`src/rtl/blkdma_pkg.sv`:
```
package blkdma_pkg;

    localparam int          NUM_REQ  = 16;
    localparam logic [4:0]  MODE_NOW = 5'd16;

    typedef enum logic [1:0] {
        STEP_INC  = 2'd0,
        STEP_DEC  = 2'd1,
        STEP_HOLD = 2'd2,
        STEP_ALT  = 2'd3
    } step_e;

    typedef enum logic [2:0] {
        SEL_SRC  = 3'd0,
        SEL_DST  = 3'd1,
        SEL_TOT  = 3'd2,
        SEL_BLK  = 3'd3,
        SEL_FILL = 3'd4,
        SEL_CTRL = 3'd5
    } sel_e;

    typedef enum logic [1:0] {
        PH_IDLE = 2'd0,
        PH_RD   = 2'd1,
        PH_WR   = 2'd2
    } phase_e;

    typedef struct packed {
        logic       en;
        logic       irq_en;
        logic       rpt;
        logic [4:0] mode;
        logic       src_rld;
        step_e      src_step;
        logic       dst_rld;
        step_e      dst_step;
    } ctrl_t;

    function automatic ctrl_t decode_ctrl(input logic [31:0] w);
        ctrl_t c;
        c.en       = w[31];
        c.irq_en   = w[30];
        c.rpt      = w[29];
        c.mode     = (w[28:24] > MODE_NOW) ? MODE_NOW : w[28:24];
        c.src_rld  = w[15];
        c.src_step = step_e'(w[14:13]);
        c.dst_rld  = w[12];
        c.dst_step = step_e'(w[11:10]);
        return c;
    endfunction

    function automatic logic is_fill(input ctrl_t c);
        return c.src_step == STEP_ALT;
    endfunction

endpackage

```
`src/rtl/blkdma_regs.sv`:
```
module blkdma_regs
    import blkdma_pkg::*;
#(
    parameter int ADDR_W = 32,
    parameter int DATA_W = 32,
    parameter int TOT_W  = 32,
    parameter int BLK_W  = 24
) (
    input  logic              clk,
    input  logic              rst,
    input  logic              cfg_we,
    input  logic [2:0]        cfg_sel,
    input  logic [31:0]       cfg_wdata,
    input  logic              clr_en,
    output logic [ADDR_W-1:0] src_base,
    output logic [ADDR_W-1:0] dst_base,
    output logic [TOT_W-1:0]  tot_len,
    output logic [BLK_W-1:0]  blk_len,
    output logic [DATA_W-1:0] fill_word,
    output ctrl_t             ctrl,
    output logic              arm_pulse
);

    logic ctrl_wr;

    assign ctrl_wr   = cfg_we && (sel_e'(cfg_sel) == SEL_CTRL);
    assign arm_pulse = ctrl_wr && cfg_wdata[31] && !ctrl.en;

    always_ff @(posedge clk) begin
        if (rst) begin
            src_base  <= '0;
            dst_base  <= '0;
            tot_len   <= '0;
            blk_len   <= '0;
            fill_word <= '0;
            ctrl      <= '0;
        end else begin
            if (cfg_we) begin
                case (sel_e'(cfg_sel))
                    SEL_SRC:  src_base  <= cfg_wdata[ADDR_W-1:0];
                    SEL_DST:  dst_base  <= cfg_wdata[ADDR_W-1:0];
                    SEL_TOT:  tot_len   <= cfg_wdata[TOT_W-1:0];
                    SEL_BLK:  blk_len   <= cfg_wdata[BLK_W-1:0];
                    SEL_FILL: fill_word <= cfg_wdata[DATA_W-1:0];
                    SEL_CTRL: ctrl      <= decode_ctrl(cfg_wdata);
                    default: ;
                endcase
            end
            if (clr_en) ctrl.en <= 1'b0;
        end
    end

endmodule

```
`src/rtl/blkdma_addr.sv`:
```
module blkdma_addr
    import blkdma_pkg::*;
#(
    parameter int ADDR_W = 32,
    parameter bit IS_SRC = 1'b0
) (
    input  logic              clk,
    input  logic              rst,
    input  logic [ADDR_W-1:0] base,
    input  step_e             step,
    input  logic              load,
    input  logic              adv,
    output logic [ADDR_W-1:0] cur
);

    localparam logic [ADDR_W-1:0] WORD_BYTES = ADDR_W'(4);

    logic [ADDR_W-1:0] nxt;

    generate
        if (IS_SRC) begin : g_src
            always_comb begin
                case (step)
                    STEP_INC: nxt = cur + WORD_BYTES;
                    STEP_DEC: nxt = cur - WORD_BYTES;
                    default:  nxt = cur;
                endcase
            end
        end else begin : g_dst
            always_comb begin
                case (step)
                    STEP_DEC:  nxt = cur - WORD_BYTES;
                    STEP_HOLD: nxt = cur;
                    default:   nxt = cur + WORD_BYTES;
                endcase
            end
        end
    endgenerate

    always_ff @(posedge clk) begin
        if (rst)       cur <= '0;
        else if (load) cur <= base;
        else if (adv)  cur <= nxt;
    end

endmodule

```
`src/rtl/blkdma_seq.sv`:
```
module blkdma_seq
    import blkdma_pkg::*;
#(
    parameter int TOT_W = 32,
    parameter int BLK_W = 24
) (
    input  logic               clk,
    input  logic               rst,
    input  ctrl_t              ctrl,
    input  logic               arm_pulse,
    input  logic [TOT_W-1:0]   tot_len,
    input  logic [BLK_W-1:0]   blk_len,
    input  logic [NUM_REQ-1:0] start_req,
    input  logic               mem_gnt,
    output phase_e             phase,
    output logic               blk_start,
    output logic               adv,
    output logic               clr_en,
    output logic               irq
);

    localparam int CNT_W = BLK_W + 1;
    localparam int WIDE  = (TOT_W > CNT_W) ? TOT_W : CNT_W;

    logic [CNT_W-1:0] blk_cnt;
    logic [TOT_W-1:0] tot_rem, tot_next;
    logic [WIDE-1:0]  full_w, tot_w, pick_w;
    logic             kick_q, imm, limit, go, zero_blk, wr_done, last, fin, fill;

    always_comb begin
        imm      = ctrl.mode == MODE_NOW;
        fill     = is_fill(ctrl);
        limit    = !imm && !ctrl.rpt;
        full_w   = (blk_len == '0) ? (WIDE'(1) << BLK_W) : WIDE'(blk_len);
        tot_w    = WIDE'(tot_rem);
        pick_w   = (limit && (full_w > tot_w)) ? tot_w : full_w;
        zero_blk = pick_w == '0;
        go       = (phase == PH_IDLE) && ctrl.en &&
                   (imm ? kick_q : start_req[ctrl.mode[3:0]]);
        wr_done  = (phase == PH_WR) && mem_gnt;
        last     = blk_cnt == CNT_W'(1);
        fin      = (wr_done && last) || (go && zero_blk);
        tot_next = wr_done ? (tot_rem - TOT_W'(1)) : tot_rem;
        clr_en   = fin && ctrl.en && (imm || (!ctrl.rpt && tot_next == '0));
    end

    assign blk_start = go && !zero_blk;
    assign adv       = wr_done;

    always_ff @(posedge clk) begin
        if (rst) begin
            phase   <= PH_IDLE;
            blk_cnt <= '0;
            tot_rem <= '0;
            kick_q  <= 1'b0;
            irq     <= 1'b0;
        end else begin
            kick_q <= arm_pulse;
            irq    <= clr_en && ctrl.irq_en;
            if (arm_pulse)    tot_rem <= tot_len;
            else if (wr_done) tot_rem <= tot_next;
            case (phase)
                PH_IDLE: if (blk_start) begin
                    blk_cnt <= CNT_W'(pick_w);
                    phase   <= fill ? PH_WR : PH_RD;
                end
                PH_RD: if (mem_gnt) phase <= PH_WR;
                PH_WR: if (mem_gnt) begin
                    blk_cnt <= blk_cnt - CNT_W'(1);
                    phase   <= last ? PH_IDLE : (fill ? PH_WR : PH_RD);
                end
                default: phase <= PH_IDLE;
            endcase
        end
    end

endmodule

```
`src/rtl/blkdma_chan.sv`:
```
module blkdma_chan
    import blkdma_pkg::*;
#(
    parameter int ADDR_W = 32,
    parameter int DATA_W = 32,
    parameter int TOT_W  = 32,
    parameter int BLK_W  = 24
) (
    input  logic               clk,
    input  logic               rst,
    input  logic               cfg_we,
    input  logic [2:0]         cfg_sel,
    input  logic [31:0]        cfg_wdata,
    input  logic [NUM_REQ-1:0] start_req,
    output logic               mem_req,
    output logic               mem_write,
    output logic [ADDR_W-1:0]  mem_addr,
    output logic [DATA_W-1:0]  mem_wdata,
    input  logic               mem_gnt,
    input  logic [DATA_W-1:0]  mem_rdata,
    output logic               armed,
    output logic               busy,
    output logic               irq
);

    logic [ADDR_W-1:0] src_base, dst_base, src_cur, dst_cur;
    logic [TOT_W-1:0]  tot_len;
    logic [BLK_W-1:0]  blk_len;
    logic [DATA_W-1:0] fill_word, rd_q;
    ctrl_t             ctrl;
    phase_e            phase;
    logic              arm_pulse, clr_en, blk_start, adv;

    blkdma_regs #(.ADDR_W(ADDR_W), .DATA_W(DATA_W), .TOT_W(TOT_W), .BLK_W(BLK_W)) u_regs (
        .clk(clk), .rst(rst), .cfg_we(cfg_we), .cfg_sel(cfg_sel), .cfg_wdata(cfg_wdata),
        .clr_en(clr_en), .src_base(src_base), .dst_base(dst_base), .tot_len(tot_len),
        .blk_len(blk_len), .fill_word(fill_word), .ctrl(ctrl), .arm_pulse(arm_pulse)
    );

    blkdma_addr #(.ADDR_W(ADDR_W), .IS_SRC(1'b1)) u_src (
        .clk(clk), .rst(rst), .base(src_base), .step(ctrl.src_step),
        .load(arm_pulse || (blk_start && ctrl.src_rld)), .adv(adv), .cur(src_cur)
    );

    blkdma_addr #(.ADDR_W(ADDR_W), .IS_SRC(1'b0)) u_dst (
        .clk(clk), .rst(rst), .base(dst_base), .step(ctrl.dst_step),
        .load(arm_pulse || (blk_start && ctrl.dst_rld)), .adv(adv), .cur(dst_cur)
    );

    blkdma_seq #(.TOT_W(TOT_W), .BLK_W(BLK_W)) u_seq (
        .clk(clk), .rst(rst), .ctrl(ctrl), .arm_pulse(arm_pulse), .tot_len(tot_len),
        .blk_len(blk_len), .start_req(start_req), .mem_gnt(mem_gnt), .phase(phase),
        .blk_start(blk_start), .adv(adv), .clr_en(clr_en), .irq(irq)
    );

    always_ff @(posedge clk) begin
        if (rst)                              rd_q <= '0;
        else if (phase == PH_RD && mem_gnt)   rd_q <= mem_rdata;
    end

    assign mem_req   = phase != PH_IDLE;
    assign mem_write = phase == PH_WR;
    assign mem_addr  = (phase == PH_WR) ? dst_cur : src_cur;
    assign mem_wdata = is_fill(ctrl) ? fill_word : rd_q;
    assign armed     = ctrl.en;
    assign busy      = phase != PH_IDLE;

endmodule

```
`config.mk`:
```
export PLATFORM = sky130hd
export DESIGN_NAME = blkdma_chan
export DESIGN_NICKNAME = d
export VERILOG_FILES = /design/src/rtl/blkdma_pkg.sv /design/src/rtl/blkdma_regs.sv /design/src/rtl/blkdma_addr.sv /design/src/rtl/blkdma_seq.sv /design/src/rtl/blkdma_chan.sv
export SDC_FILE = /design/constraint.sdc
export NUM_CORES = 1
export LEC_CHECK = 0
export ABC_CLOCK_PERIOD_IN_PS = 3950
export BUFFER_PORTS_ARGS = -buffer_cell sky130_fd_sc_hd__buf_4
export CAP_MARGIN = 40
export CORE_UTILIZATION = 45
export DETAILED_ROUTE_END_ITERATION = 10
export HOLD_SLACK_MARGIN = 0.1
export PLACE_DENSITY = 0.73
export RECOVER_POWER = 25
export SYNTH_ARGS = -nofsm -noshare
export SYNTH_HDL_FRONTEND = slang
export SYNTH_SLANG_ARGS = --single-unit
export TNS_END_PERCENT = 30
```
`constraint.sdc`:
```
create_clock -name clk -period 3.95 [get_ports clk]
set_input_delay 0.395 -clock clk [delete_from_list [all_inputs] [get_ports clk]]
set_output_delay 0.395 -clock clk [all_outputs]
set_load 0.02 [all_outputs]
```
# == Word-level counts from Yosys, hierarchy flattened ==
# Cells that the tools add are included.
# word_totals
register_bits,323
latch_bits,0
ramBits,0
rom_bits,0
inputBits,87
output_inout_bits,69
memories,0
# op_classes
add_sub_neg,6
n_mul,0
div_mod_pow,0
order_cmp,3
n_eq_ne,17
shifts,0
n_mux,26
bitwise,0
n_reduce_logical,49
# ops
operator,n
$mux 32,10
$pmux 32 s2,2
$mux 25,3
$add 32x3->32 const B,2
$logic_not 32->1,2
$sub 32x3->32 const B,2
$pmux 25 s2,1
$gt 32x32->1,1
$sub 32x1->32 const B,1
$eq 25x1->1 const B,1
$sub 25x1->25 const B,1
$logic_not 24->1,1
$logic_and 1x1->1,18
$reduce_and 2->1,8
$mux 2,5
$reduce_bool 2->1,5
$eq 2x1->1 const B,3
$eq 2x2->1 const B,3
$eq 3x2->1 const B,2
$eq 3x3->1 const B,2
$pmux 2 s3,1
$reduce_and 3->1,2
$eq 5x5->1 const B,1
$gt 5x5->1 const B,1
13 further kinds,23

# == Longest topological paths before layout ==
# depth
ltp_word,12
mapped_depth,15
mapped_depth_nobuf,14

# == Hierarchy ==
# A second synthesis with hierarchy kept.
# hier_totals
hier_cells,2345
area_unflattened_um2,20215.6
# modules_own_cells
mod,n_inst,cells_per_inst,area_per_inst_um2,seq_area_each_um2
blkdma_regs,1,588,6622.6,3323.2
blkdma_seq,1,680,5039.8,1221.2
blkdma_addr (u_src),1,436,3116.7,640.6
blkdma_addr (u_dst),1,424,3005.4,640.6
blkdma_chan,1,217,2431.1,640.6

# == Worst setup path after synthesis ==
# OpenSTA, ideal clock, no wires.
# synth_path
kind,register -> register
startpoint,"register, netlist name u_regs.ctrl[4]"
endpoint,register u_src.cur[29]
setup_time_ns,0.134
arrival_ns,3.397
required_time_ns,3.816
slack_ns,0.420
path_stages_with_launch,14
period_less_slack_ns,3.530
cell_sequence,dfxtp_1 > nand2b_1 > inv_1 > ha_1 > a21o_1 > a21o_1 > a211oi_1 > o31ai_1 > a41o_1 > a211oi_1 > o2111ai_1 > a21oi_1 > xor2_1 > o22ai_1
# synth_between
elab_chain_len,4
elab_cells_between_ends,7
classes_between,1 x eq/ne; 3 x mux; 3 x reduce/logical
# synth_rtl
item,line,text
$eq 2x1->1 or $logic_not 2->1 (tied branches),blkdma_addr.sv:23,case (step)
$pmux 32 s2,blkdma_addr.sv:23,
$mux 32,blkdma_addr.sv:43,else if (adv) cur <= nxt;
$mux 32,blkdma_addr.sv:42,else if (load) cur <= base;
end signal: assignment,blkdma_addr.sv:42,
end signal: assignment,blkdma_addr.sv:43,
end: declaration,blkdma_addr.sv:13,output logic [ADDR_W-1:0] cur
# Parallel ways exist; a longest one is shown, timed or not. The select of a mux whose other input is x is not followed.
# A chain may end at the register's enable or synchronous reset.

# == Worst setup path after layout ==
# layout_path
startpoint,"register, netlist name u_regs.ctrl[1]"
endpoint,register u_dst.cur[31]
# layout_between
elab_chain_len,4
elab_cells_between_ends,7
classes_between,3 x eq/ne; 3 x mux; 1 x reduce/logical
# layout_rtl
item,line,text
$eq 2x2->1 or $eq 2x1->1 (tied branches),blkdma_addr.sv:31,case (step)
$pmux 32 s2,blkdma_addr.sv:31,
$mux 32,blkdma_addr.sv:43,
$mux 32,blkdma_addr.sv:42,
end signal: assignment,blkdma_addr.sv:42,
end signal: assignment,blkdma_addr.sv:43,
end: declaration,blkdma_addr.sv:13,
# Parallel ways exist; a longest one is shown, timed or not. The select of a mux whose other input is x is not followed.

==> impl_metrics.toml <==
[status]
status = "finished with violations"
violations = "max-capacitance violations, max-slew violations"

[floorplanning]
initial_core_util = 0.460
fp.dieW_um = 201
core_area_um2 = 38900
ios = 156
rows = 72
die-area_um2 = 40600
die-height_um = 201

[drt]
ant_nets = 0
wl_mm = 59.0
drtIter0Drc = 1741
first_pass_iters = 5
drt-vias-per-instance = 5.85
route.detailed.drc = 0
routedWlPerCell_um = 19.6
via_count = 17559

[power_and_ir_drop]
swShare = 0.258
peakVddDrop_v = 0.000296
p_per_area_nw_per_um2 = 368
intPower_uw = 5710
p_leak_uw = 0.00846
pwr-share-comb = 0.107
power.share.clock = 0.457
design_power_total_uw = 7700
p_seq_frac = 0.436
power.net_switching_uw = 1990

[min_path]
hold-path-endpoint = "rd_q[3]"
whs_path_depth = 3
min_from = "mem_rdata[3]"
min_path_type = "in -> reg"

[yosys]
seq_area_frac_synth = 0.361
ys_ff_latch = 323
yosysWarnings = 0
synth-edff-count = 0
synth_cell_types = 76
ys.flop_type = "dfxtp_1"
syn-cell-area_um2 = 17900
ys_async_sr_fraction = 0
syn_inst = 2367
syn_area_per_cell_um2 = 7.56
synth_fp_nets = 2540

[placed_design]
numPortBuffers = 155
dp_hpwl_mm = 41.0
gp_congestion = 0.936
place_ws_ps = 147

[timing]
finalCritPeriodShare = 0.941
hold_slack_ps = 113
layout_min_cycle_time_ps = 3720
slew-limit-headroom = -0.347
rsz0062_at_grt = "false"
setup_viol = 0
setup_slack_ps = 232
finalSetupTns_ps = 0
hold_viol = 0
finalMaxSlewViolations = 192
fmax_ghz = 0.269
tightest_slew_ps = 2020
clock_skew_ps = 22.0

[setup_path]
critPathKind = "reg -> reg"
path_common_cell = "a211oi_1"
arrival_ps = 4160
crit_required_ps = 4400
critPathBufInv = 3
cp_slowest_stage_delay_ps = 350
cp-end-kind = "flip-flop"
cp-start-kind = "flip-flop"
crit_path_max_fanout = 6
slowest_stage = "a311oi_1"
r2r_setup_slack_ps = 230
startpoint = "u_regs.ctrl[1]"
r2r-end = "u_dst.cur[31]"
critPathTopFamily = "compound AO/OA/AOI/OAI gates"
crit_chain = "inv_1 -> nand2_2 -> clkinvlp_4 -> buf_4 -> ha_1 -> a211oi_1 -> o21ai_0 -> nand4b_1 -> a41oi_1 -> a311oi_1 -> nor2_1 -> a221oi_2 -> mux2i_1 -> xor2_1 -> a211oi_1"
reg2regPathDepth = 15
worstReg2RegStart = "u_regs.ctrl[1]"

[grt]
overflow = 0
antenna_found_initial = 1
first_global_vias = 16227
grt_max_degree = 195
grtUsageTotal = 0.283
grt_pass1_wl_mm = 91.6

[clock_tree]
clock-sinks = 323
clkTransAtPathRegs_ps = 60
clk_latency_ps = 540
cts_inserted_buffers = 37
clockBufferDepth = 3
cts_root_buf = "clkbuf_16"
htreeDepth = 2
cts_tree = "yes"

[layout]
fillers = 3735
area_growth_pct = 16.9
num_antenna_cells = 0
layout.nets = 2633
drive_gt1_frac = 0.138

[flow_run]
drv_cap = 4
-- sequential cells by signal, indices dropped and copies added (netlist names) --
signal,cells
u_seq.blk_cnt,25
u_seq.tot_rem,32
rd_q,32
u_seq.irq,1
u_seq.phase,2
u_regs.dst_base,32
u_regs.tot_len,32
u_seq.kick_q,1
u_src.cur,32
u_dst.cur,32
u_regs.blk_len,24
u_regs.ctrl,14
u_regs.fill_word,32
u_regs.src_base,32
-- worst max path at each step --
stage	endpoint	slack, ps	cells after the start
detailed placement	u_dst.cur[31]	150	15
CTS	u_dst.cur[31]	130	15
global placement	u_dst.cur[31]	230	15
global route	u_dst.cur[31]	7	15
floorplan	u_src.cur[29]	420	13
finish	u_dst.cur[31]	230	15
-- worst reg2reg max path, delay by kind of cell, from the launching register on --
family	cells	cell delay [ps]
buf+inv	3	550
xor+xnor	1	90
flops	1	330
mux	1	270
fa+ha+maj	1	290
compound gates	6	1610
simple gates	3	500
-- cell type report --
| class | count | area [µm²] | share of cell area |
|---|---|---|---|
| tap | 518 | 648 | 0.0310 |
| inverter | 56 | 214 | 0.0102 |
| timing repair buffer | 215 | 1740 | 0.0833 |
| clock buffer | 48 | 1050 | 0.0501 |
| multi-input combinational | 1826 | 10600 | 0.507 |
| timing repair inverter | 1 | 7.51 | 0.000359 |
| sequential | 323 | 6470 | 0.309 |
| clock inverter | 17 | 189 | 0.00903 |
-- power groups by stage --
stage               Clock [µW]  Sequential (µW)  Combinational (µW)
finish                    3520             3360                 824
global route              3690             3370                 880
CTS                       3550             3360                 816
detailed placement           0             3430                 809
global placement             0             3430                 789
floorplan                    0             3410                 491
-- metrics by stage --
| stage | instances | area (µm²) | util |
|---|---|---|---|
| floorplan | 2367 | 17900 | - |
| global placement | 2925 | 19500 | 0.502 |
| detailed placement | 2931 | 19700 | 0.505 |
| CTS | 3000 | 20900 | 0.538 |
| global route | 3004 | 20900 | 0.538 |
| finish | 3004 | 20900 | 0.538 |
-- cell usage in the layout (no fill, tap or decap), types with 7 or more instances in the layout --
cell type	count
nor4_1	15
and3_1	7
a21o_1	31
nor3_1	42
a31oi_1	35
nand2b_1	17
or3_1	13
clkinv_2	7
a22oi_1	13
buf_4	195
ha_1	84
xor2_1	18
nor2b_1	11
xnor2_1	54
nand3_1	36
clkbuf_1	8
a211oi_1	57
nand3b_1	8
nand4_1	18
o21a_1	17
inv_1	54
o21ai_0	72
mux2_2	33
clkbuf_16	38
dfxtp_1	323
o211ai_1	7
nand2_1	590
a311oi_1	16
o22ai_1	27
nor2_1	158
and2_1	18
nor3b_1	9
mux2i_1	30
a21oi_1	287
-- what timing repair did --
action / CTS / global route
hold buffers: 4 / 0
endpoints found under the setup margin: 0 / 12
hold endpoints to repair: 4 / 0
buffers inserted: 0 / 3
gates resized for setup: 0 / 5
-- synthesized netlist by cell type, drive strengths merged (31+ instances only) --
library cell	number	area [µm²]
ha	84	1050
dfxtp	323	6470
clkbuf	137	514
o21ai	76	384
nand2	591	2220
nor2	164	631
a21o	31	233
mux2	33	372
a21oi	289	1470
a31oi	35	219
a211oi	57	428
xnor2	54	473
nor3	46	263
nand3	36	180
inv	55	206
-- kinds of logic after synthesis --
kind of cell,share of synthesized area
xor gates and xnor gates,0.0352
buffers and inverters,0.0482
AOI/OAI and AO/OA,0.211
DFF,0.361
muxes,0.0438
and+or+nand+nor,0.240
adders and majority gates,0.0610
-- metal layers --
| layer | global-route usage | part of all wire |
|---|---|---|
| met1 | 0.396 | 0.45 |
| met2 | 0.445 | 0.45 |
| met3 | 0.0410 | 0.075 |
| met4 | 0.0969 | 0.032 |
| met5 | 0 | 0 |
Power figures use the tool's default switching activity.
